### config.mk
export PLATFORM = sky130hd
export DESIGN_NAME = motor_out_gate
export DESIGN_NICKNAME = d
export VERILOG_FILES = /design/src/rtl/motor_gate_pkg.sv /design/src/rtl/motor_rst_sync.sv /design/src/rtl/motor_ctrl_reg.sv /design/src/rtl/motor_pin_sel.sv /design/src/rtl/motor_out_gate.sv
export SDC_FILE = /design/constraint.sdc
export NUM_CORES = 1
export LEC_CHECK = 0
export ABC_CLOCK_PERIOD_IN_PS = 1550
export BUFFER_PORTS_ARGS = -buffer_cell sky130_fd_sc_hd__buf_2
export CAP_MARGIN = 20
export CORE_MARGIN = 2
export CORE_UTILIZATION = 53
export DETAILED_ROUTE_END_ITERATION = 7
export PLACE_DENSITY = 0.86
export SYNTH_ARGS = -nofsm -noshare
export SYNTH_HDL_FRONTEND = slang
export SYNTH_HIERARCHICAL = 1
export SYNTH_SLANG_ARGS = --single-unit
### constraint.sdc
create_clock -name clk -period 1.55 [get_ports clk]
set_clock_uncertainty 0.15 [all_clocks]
set_input_delay 0.465 -clock clk [delete_from_list [all_inputs] [get_ports clk]]
set_output_delay 0.465 -clock clk [all_outputs]
set_load 0.05 [all_outputs]
### src/rtl/motor_gate_pkg.sv
package motor_gate_pkg;

  localparam int unsigned IDLE_W = 2;

  typedef enum logic [1:0] {
    IDLE_Z0 = 2'b00,
    IDLE_LO = 2'b01,
    IDLE_HI = 2'b10,
    IDLE_Z1 = 2'b11
  } idle_e;

  typedef struct packed {
    logic       out_en;
    logic       tim_en;
    logic       sensor;
    logic       direct;
    logic       cur_mode;
    logic [2:0] spare;
  } ctrl_t;

  typedef enum logic [2:0] {
    MODE_IDLE,
    MODE_STD,
    MODE_DIR_PWM,
    MODE_DIR_STATIC,
    MODE_FREEZE
  } mode_e;

  function automatic mode_e decode_mode(ctrl_t c);
    if (!c.out_en)      return MODE_IDLE;
    else if (c.direct)  return c.tim_en ? MODE_DIR_PWM : MODE_DIR_STATIC;
    else if (c.tim_en)  return MODE_STD;
    else                return MODE_FREEZE;
  endfunction

endpackage

### src/rtl/motor_rst_sync.sv
module motor_rst_sync #(
  parameter int unsigned STAGES = 2
) (
  input  logic clk,
  input  logic rst_ni,
  output logic rst_no
);

  logic [STAGES-1:0] sync_q;
  logic [STAGES-1:0] sync_d;

  always_comb begin
    sync_d = {sync_q[STAGES-2:0], 1'b1};
  end

  always_ff @(posedge clk or negedge rst_ni) begin
    if (!rst_ni) sync_q <= '0;
    else         sync_q <= sync_d;
  end

  assign rst_no = sync_q[STAGES-1];

endmodule

### src/rtl/motor_ctrl_reg.sv
module motor_ctrl_reg
  import motor_gate_pkg::*;
(
  input  logic       clk,
  input  logic       rst_ni,
  input  logic       wr_en_i,
  input  logic [7:0] wr_data_i,
  output ctrl_t      ctrl_o,
  output mode_e      mode_o
);

  ctrl_t ctrl_q;
  ctrl_t ctrl_d;

  always_comb begin
    ctrl_d = ctrl_q;
    if (wr_en_i) ctrl_d = ctrl_t'(wr_data_i);
  end

  always_ff @(posedge clk or negedge rst_ni) begin
    if (!rst_ni) ctrl_q <= '0;
    else         ctrl_q <= ctrl_d;
  end

  assign ctrl_o = ctrl_q;
  assign mode_o = decode_mode(ctrl_q);

  logic past_ok;
  always_ff @(posedge clk or negedge rst_ni) begin
    if (!rst_ni) past_ok <= 1'b0;
    else         past_ok <= 1'b1;
  end

  // a write lands whole on the following edge
  p_write_r2: assert property (@(posedge clk) disable iff (!rst_ni)
    past_ok && $past(wr_en_i) |-> ctrl_q == $past(wr_data_i));

  // no strobe, no change
  p_hold_r2: assert property (@(posedge clk) disable iff (!rst_ni)
    past_ok && !$past(wr_en_i) |-> $stable(ctrl_q));

endmodule

### src/rtl/motor_pin_sel.sv
module motor_pin_sel
  import motor_gate_pkg::*;
(
  input  logic              clk,
  input  logic              rst_ni,
  input  mode_e             mode_i,
  input  logic              cur_mode_i,
  input  logic [IDLE_W-1:0] idle_i,
  input  logic              pwm_i,
  input  logic              std_bit_i,
  input  logic              std_mask_i,
  input  logic              dir_bit_i,
  input  logic              dir_mask_i,
  output logic              dat_o,
  output logic              oe_o
);

  logic  dat_q, dat_d;
  logic  oe_q,  oe_d;
  logic  flg_q, flg_d;
  idle_e idle_code;

  assign idle_code = idle_e'(idle_i);

  always_comb begin
    dat_d = dat_q;
    oe_d  = oe_q;
    flg_d = flg_q;
    unique case (mode_i)
      MODE_IDLE: begin
        oe_d  = (idle_code == IDLE_LO) || (idle_code == IDLE_HI);
        dat_d = (idle_code == IDLE_HI);
        flg_d = 1'b0;
      end
      MODE_STD: begin
        oe_d  = 1'b1;
        dat_d = std_bit_i & (~std_mask_i | pwm_i);
        flg_d = std_bit_i & std_mask_i;
      end
      MODE_DIR_PWM: begin
        oe_d  = 1'b1;
        dat_d = dir_bit_i & (~dir_mask_i | pwm_i);
        flg_d = dir_bit_i & dir_mask_i;
      end
      MODE_DIR_STATIC: begin
        oe_d  = 1'b1;
        dat_d = dir_bit_i;
        flg_d = 1'b0;
      end
      MODE_FREEZE: begin
        if (flg_q) dat_d = ~cur_mode_i;
      end
      default: begin
        oe_d  = 1'b0;
        dat_d = 1'b0;
        flg_d = 1'b0;
      end
    endcase
  end

  always_ff @(posedge clk or negedge rst_ni) begin
    if (!rst_ni) begin
      dat_q <= 1'b0;
      oe_q  <= 1'b0;
      flg_q <= 1'b0;
    end else begin
      dat_q <= dat_d;
      oe_q  <= oe_d;
      flg_q <= flg_d;
    end
  end

  assign dat_o = dat_q;
  assign oe_o  = oe_q;

  logic past_ok;
  always_ff @(posedge clk or negedge rst_ni) begin
    if (!rst_ni) past_ok <= 1'b0;
    else         past_ok <= 1'b1;
  end

  // the enable of an idle pin follows its code
  p_idle_oe_r3: assert property (@(posedge clk) disable iff (!rst_ni)
    past_ok && $past(mode_i == MODE_IDLE) |->
      oe_q == ($past(idle_i) == IDLE_LO || $past(idle_i) == IDLE_HI));

  // a static pin keeps its value through a freeze
  p_frz_static_r7: assert property (@(posedge clk) disable iff (!rst_ni)
    past_ok && $past(mode_i == MODE_FREEZE) && !$past(flg_q) |->
      $stable(dat_q) && $stable(oe_q));

  // a pin that carried PWM settles by the mode bit
  p_frz_pwm_r8: assert property (@(posedge clk) disable iff (!rst_ni)
    past_ok && $past(mode_i == MODE_FREEZE) && $past(flg_q) |->
      dat_q == !$past(cur_mode_i));

  // every driving mode enables the pin
  p_drive_oe_r10: assert property (@(posedge clk) disable iff (!rst_ni)
    past_ok && $past(mode_i inside {MODE_STD, MODE_DIR_PWM, MODE_DIR_STATIC}) |-> oe_q);

endmodule

### src/rtl/motor_out_gate.sv
module motor_out_gate
  import motor_gate_pkg::*;
#(
  parameter int unsigned NUM_PINS   = 6,
  parameter int unsigned SYNC_DEPTH = 2
) (
  input  logic                       clk,
  input  logic                       rst_n,
  input  logic                       wr_en,
  input  logic [7:0]                 wr_data,
  output logic [7:0]                 ctrl_out,
  input  logic [NUM_PINS-1:0]        pwm_carrier,
  input  logic [NUM_PINS-1:0]        std_phase,
  input  logic [NUM_PINS-1:0]        std_pwm_mask,
  input  logic [NUM_PINS-1:0]        dir_phase,
  input  logic [NUM_PINS-1:0]        dir_pwm_mask,
  input  logic [NUM_PINS*IDLE_W-1:0] idle_code,
  output logic [NUM_PINS-1:0]        pin_data,
  output logic [NUM_PINS-1:0]        pin_oe
);

  logic  rst_int_n;
  ctrl_t ctrl;
  mode_e mode;

  motor_rst_sync #(.STAGES(SYNC_DEPTH)) i_rst_sync (
    .clk    (clk),
    .rst_ni (rst_n),
    .rst_no (rst_int_n)
  );

  motor_ctrl_reg i_ctrl_reg (
    .clk       (clk),
    .rst_ni    (rst_int_n),
    .wr_en_i   (wr_en),
    .wr_data_i (wr_data),
    .ctrl_o    (ctrl),
    .mode_o    (mode)
  );

  assign ctrl_out = ctrl;

  for (genvar p = 0; p < NUM_PINS; p++) begin : g_pin
    motor_pin_sel i_pin (
      .clk        (clk),
      .rst_ni     (rst_int_n),
      .mode_i     (mode),
      .cur_mode_i (ctrl.cur_mode),
      .idle_i     (idle_code[p*IDLE_W +: IDLE_W]),
      .pwm_i      (pwm_carrier[p]),
      .std_bit_i  (std_phase[p]),
      .std_mask_i (std_pwm_mask[p]),
      .dir_bit_i  (dir_phase[p]),
      .dir_mask_i (dir_pwm_mask[p]),
      .dat_o      (pin_data[p]),
      .oe_o       (pin_oe[p])
    );
  end

endmodule

# Word level (Yosys, flattened, before mapping)
# Cells that the tools add are included.
[word_totals]
out_inout_bits = 20
reg_bits = 28
in_bits = 53
[op_classes]
muxes = 28
eq_ne = 22
n_reduce_logical = 8
n_bitwise = 49
[ops]
columns = ["operator", "n"]
rows = [
  ["$pmux 1 s3", 12],
  ["$pmux 1 s5", 6],
  ["$and 1x1->1", 24],
  ["$not 1->1", 13],
  ["$eq 2x1->1 const B", 6],
  ["$eq 2x2->1 const B", 6],
  ["$ne 2x1->1 const B", 6],
  ["$or 1x1->1", 12],
  ["$mux 3", 3],
  ["$mux 1", 7],
  ["$eq 3x2->1 const B", 2],
  ["$logic_or 1x1->1", 6],
  ["$eq 3x1->1 const B", 1],
  ["$eq 3x3->1 const B", 1],
  ["$logic_not 3->1", 1],
  ["$reduce_or 3->1", 1],
]

# Depth between registers and ports, before layout
[depth]
ltp_word = 6
depth_mapped = 8
mapped_depth_nobuf = 7

# Hierarchy
# Netlist, hierarchy kept.
[by_module_without_submodules]
columns = ["mod", "cells_each", "area_each_um2", "n_inst", "seq_area_each_um2"]
rows = [
  ["motor_pin_sel", 27, 241.5, 6, 75.1],
  ["motor_ctrl_reg", 23, 370.4, 1, 200.2],
  ["motor_rst_sync", 3, 53.8, 1, 50.0],
]

# Worst setup path after synthesis
# No wires, ideal clock.
[synth_timing]
path_type = "reg-to-reg"
start = "register i_ctrl_reg.ctrl_q, in the netlist i_ctrl_reg/ctrl_o[4]"
end = "register g_pin[0].i_pin.dat_q"
required_time_ns = 1.276
n_path_buf = 0
setup_ns = 0.124
path_slack_ns = -0.811
t_arrival_ns = 2.087
path_stages_with_launch = 7
synth_period_minus_slack_ns = 2.361
cell_sequence = "dfrtp_1 -> inv_1 -> ha_1 -> and2_1 -> nor2_1 -> a221oi_2 -> o21ai_1"
[synth_between]
elab_chain_len = 4
elab_cells_between_ends = 9
classes_between = "5 x eq/ne; 3 x mux; 1 x reduce/logical"
[synth_lines]
columns = ["item", "line_no", "rtl"]
rows = [
  ["start: declaration", "motor_ctrl_reg.sv:12", "ctrl_t ctrl_q;"],
  ["start signal: assignment", "motor_ctrl_reg.sv:22", "else ctrl_q <= ctrl_d;"],
  ["$mux 3 *", "motor_gate_pkg.sv:31", "else if (c.direct) return c.tim_en ? MODE_DIR_PWM : MODE_DIR_STATIC;"],
  ["$mux 3 *", "motor_gate_pkg.sv:30", "if (!c.out_en) return MODE_IDLE;"],
  ["named net mode[0]", "motor_out_gate.sv:24", "mode_e mode;"],
  ["$eq 3x3->1 (tied with other cells)", "motor_pin_sel.sv:29", "unique case (mode_i)"],
  ["$pmux 1 s5 / $ne 2x1->1 (equally long branches)", "--", ""],
  ["end signal: assignment", "motor_pin_sel.sv:67", "dat_q <= dat_d;"],
  ["end: declaration", "motor_pin_sel.sv:18", "logic dat_q, dat_d;"],
]
# Mark *: on every way through the listed nets, which the timed path passes. The rest lies on a longest branch.
# A chain may end at the register's enable or synchronous reset.

# Worst setup path in the final report
[layout_timing]
start = "register i_ctrl_reg.ctrl_q, in the netlist i_ctrl_reg/ctrl_o[4]"
end = "register g_pin[2].i_pin.dat_q"
[layout_between]
elab_chain_len = 4
elab_cells_between_ends = 9
classes_between = "5 x eq/ne; 3 x mux; 1 x reduce/logical"
[layout_lines]
columns = ["item", "line_no"]
rows = [
  ["$mux 3 *", "motor_gate_pkg.sv:31"],
  ["$mux 3 *", "motor_gate_pkg.sv:30"],
  ["named net mode[2]", "motor_out_gate.sv:24"],
  ["$eq 3x3->1 (tied with other cells)", "motor_pin_sel.sv:29"],
  ["$pmux 1 s5 / $ne 2x1->1 (equally long branches)", "--"],
  ["end signal: assignment", "motor_pin_sel.sv:67"],
  ["end: declaration", "motor_pin_sel.sv:18"],
]
# Marks and branches as above.

==> summary.txt <==
Cells and area
  • Ant diodes: 0
  • Layout cell share with drive strength beyond 1: 0.613
  • Area of the multi-input gates: 0.00125 mm²
  • Final Non-Filler Cells: 343
  • Fillers: between 150 and 200
  • Register Area: around 700 µm²
  • Area grow syn2layout: 58.7%
  • Layout Nets: roughly 360

Detailed routing
  • Wire per inst: ~21 µm
  • Routed WL: between 7000 and 8000 µm
  • Routed Antenna Nets: 0
  • DR DRC count: 0
  • DRT Pass-1 Iters: 5
  • Vias: around 2000
  • DR vias/cell: slightly below 6
  • Initial DRC count: approximately 180

Clocking
  • Root Buffer: clkbuf_4
  • TritonCTS clock tree: done
  • Clock Path Buffers: 2
  • Total clock sinks: 28
  • Clock Latency Late Sink: approximately 0.37 ns
  • Clock-pin slew on the worst setup and hold paths: 0.16 ns
  • H-tree depth: 1
  • Num CTS Buffers: 3

Global route
  • Largest net degree at the start of global routing: 23
  • First-pass GRT wire length: 9450 µm
  • Vias in the first global route: between 1500 and 2000
  • Total grt overflow: 0
  • Initial antenna violation count: 0
  • Gr usage total: 0.306

Place
  • GPL Wtd Cong: about 0.87
  • Port bufs: ~70
  • Dpl hpwl: roughly 3400 µm
  • Placed Cells: approximately 310

Setup path
  • CP Class: reg2reg
  • Crit path DAT: slightly below 2 ns
  • R2r endpoint: g_pin[2].i_pin/dat_o
  • R2R depth: 7
  • Crit path required time: 1.66 ns
  • Critical-path maximum fanout: 22
  • Reg-to-reg startpoint: i_ctrl_reg/ctrl_o[4]
  • Startpoint types: flip-flop
  • Register-to-Register Setup Slack: -0.27 ns
  • CP Capture Type: flip-flop

Synthesis
  • Post-Synth XOR/XNOR Area: 0
  • Largest family of logic cells by synthesized area: compound AO/OA/AOI/OAI gates
  • Netlist Area Pre-Place: about 0.0019 mm²
  • Area contributors post-synth: dfrtp_1, mux2_4, inv_1
  • Distinct cells, synth: 21
  • Register area share after synthesis: 0.374
  • Synth Area in Compound Gates: 0.240
  • Post-Synth Simple-Gate Area: 0.158
  • Adder-cell share of the synthesized area: 0.0468
  • FF+latch count, synth: 28
  • Syn Area/Cell: approximately 10 µm²
  • Synth area leader: dfrtp_1
  • Ys Warns: 6
  • Cell count after synthesis: roughly 190
  • Syn_nets: roughly 250
  • Multiplexer share of the synthesized area: 0.0962
  • Share of the synthesized area in the top cell type: 0.374

Min path
  • Min-delay worst type: reg2async

Die
  • # IOs: 73
  • Initial Util: 0.557
  • Core Region: roughly 0.0034 mm²
  • FP Rows: 21
  • Die area: about 0.0040 mm²
  • Die Wd: 63.4 µm
  • Die H: roughly 63 µm

STA
  • FMAX: between 0.5 and 0.6 GHz
  • Slew Viols, Final: 0
  • RSZ-0062 raised after global routing: yes
  • Final hold viol count: 0
  • Final setup viols: 38
  • Worst setup margin: -0.271 ns
  • Min Tclk post-route: approximately 1.8 ns
  • WHS: between 0.09 and 0.1 ns
  • Period utilization: 1.17

Status
  • Status: finished with violations
  • Violated checks: setup timing

Power
  • Pwr/cell area: just over 1000 mW/mm²
  • Leakage: 1.42 nW
  • Pwr Total: 2.99 mW
  • Peak supply drop: just under 0.8 mV

Job
  • Maxcap violations: 0
[metal layers]
metal  up-vias  global-route usage  part of all wire
li1        892                   -                 -
met1       962               0.348              0.35
met2       153               0.566              0.51
met3        39              0.0536             0.088
met4         0               0.114             0.052
met5         -                   0                 0
[cell type report]
class	instances	share of cell area
well taps	46	0.0194
multi-input cells	131	0.422
inverters	26	0.0328
flip-flops and latches	28	0.237
clock inverters	1	0.0101
clock buffers	3	0.00758
repair buffers	108	0.271
[synth_stat cells, drive strengths merged]
cell type,n
nand4b,6
dfrtp,28
a21boi,12
a21oi,12
o21ai,6
mux2i,6
and2,3
conb,1
buf,7
nor3b,6
nand2,18
ha,7
inv,26
mux2,8
o32ai,6
nor2,18
a221oi,6
a211oi,6
a31o,6
[state kept, by name, summed over array words and instances, names as in the netlist]
register and count:
i_rst_sync/sync_q 2, g_pin.i_pin/oe_o 6, i_ctrl_reg/ctrl_o 8, g_pin.i_pin/dat_o 6, g_pin.i_pin/flg_q 6
[logic make-up after synthesis]
logic type                 count (synthesis)
muxes                                     14
AOI/OAI and AO/OA                         54
and+or+nand+nor                           51
other                                      1
buffers and inverters                     33
adders and majority gates                  7
DFF                                       28
[cell usage in the layout (no fill, tap or decap), types with 7 or more instances in the layout]
| cell | n |
|---|---|
| and2_4 | 7 |
| nor2_1 | 10 |
| nand2_1 | 11 |
| a21oi_1 | 9 |
| inv_1 | 24 |
| buf_2 | 52 |
| dfrtp_1 | 25 |
| buf_4 | 29 |
| buf_6 | 22 |
| mux2_4 | 8 |
[worst max-delay path: stages (launching register included)]
cell and delay, ns:
dfrtp_2 0.45, inv_2 0.07, ha_4 0.11, and2_4 0.18, buf_12 0.19, buf_4 0.16
a21boi_0 0.28, o21ai_1 0.11
[where the power goes]
group	internal, mW	switching [mW]
clock	0.263	0.256
sequential	0.849	0.104
combinational	0.663	0.855
total	1.77	1.21
[how the worst max path moves through the flow]
stage,start,endpoint,slack [ns]
after global placement,i_ctrl_reg/ctrl_o[6],g_pin[1].i_pin/dat_o,-0.17
final,i_ctrl_reg/ctrl_o[4],g_pin[2].i_pin/dat_o,-0.27
after detailed placement,i_ctrl_reg/ctrl_o[6],g_pin[4].i_pin/oe_o,-0.20
after global routing,i_ctrl_reg/ctrl_o[6],g_pin[0].i_pin/flg_q,-0.30
after floorplan,i_ctrl_reg/ctrl_o[6],g_pin[0].i_pin/dat_o,-0.28
after CTS,i_ctrl_reg/ctrl_o[6],g_pin[5].i_pin/dat_o,-0.12
[metrics by stage]
step / setup TNS [ns] / setup WS, ns / utilization / instance area, µm²
after CTS: -1.68 / -0.122 / 0.844 / 2840
after floorplan: -4.11 / -0.279 / - / 2030
after detailed placement: -2.89 / -0.204 / 0.746 / 2510
after global placement: -2.25 / -0.172 / 0.746 / 2510
final: -3.36 / -0.271 / 0.884 / 2970
after global routing: -4.89 / -0.298 / 0.884 / 2970
[timing repair]
item,4_1_cts,5_1_grt
endpoints found under the setup margin,38,38
hold endpoints to repair,2,0
gates cloned,3,1
resized for setup,52,14
pin swaps,6,6
hold buffers,1,0
setup buffers,10,10
Power figures use the tool's default switching activity.
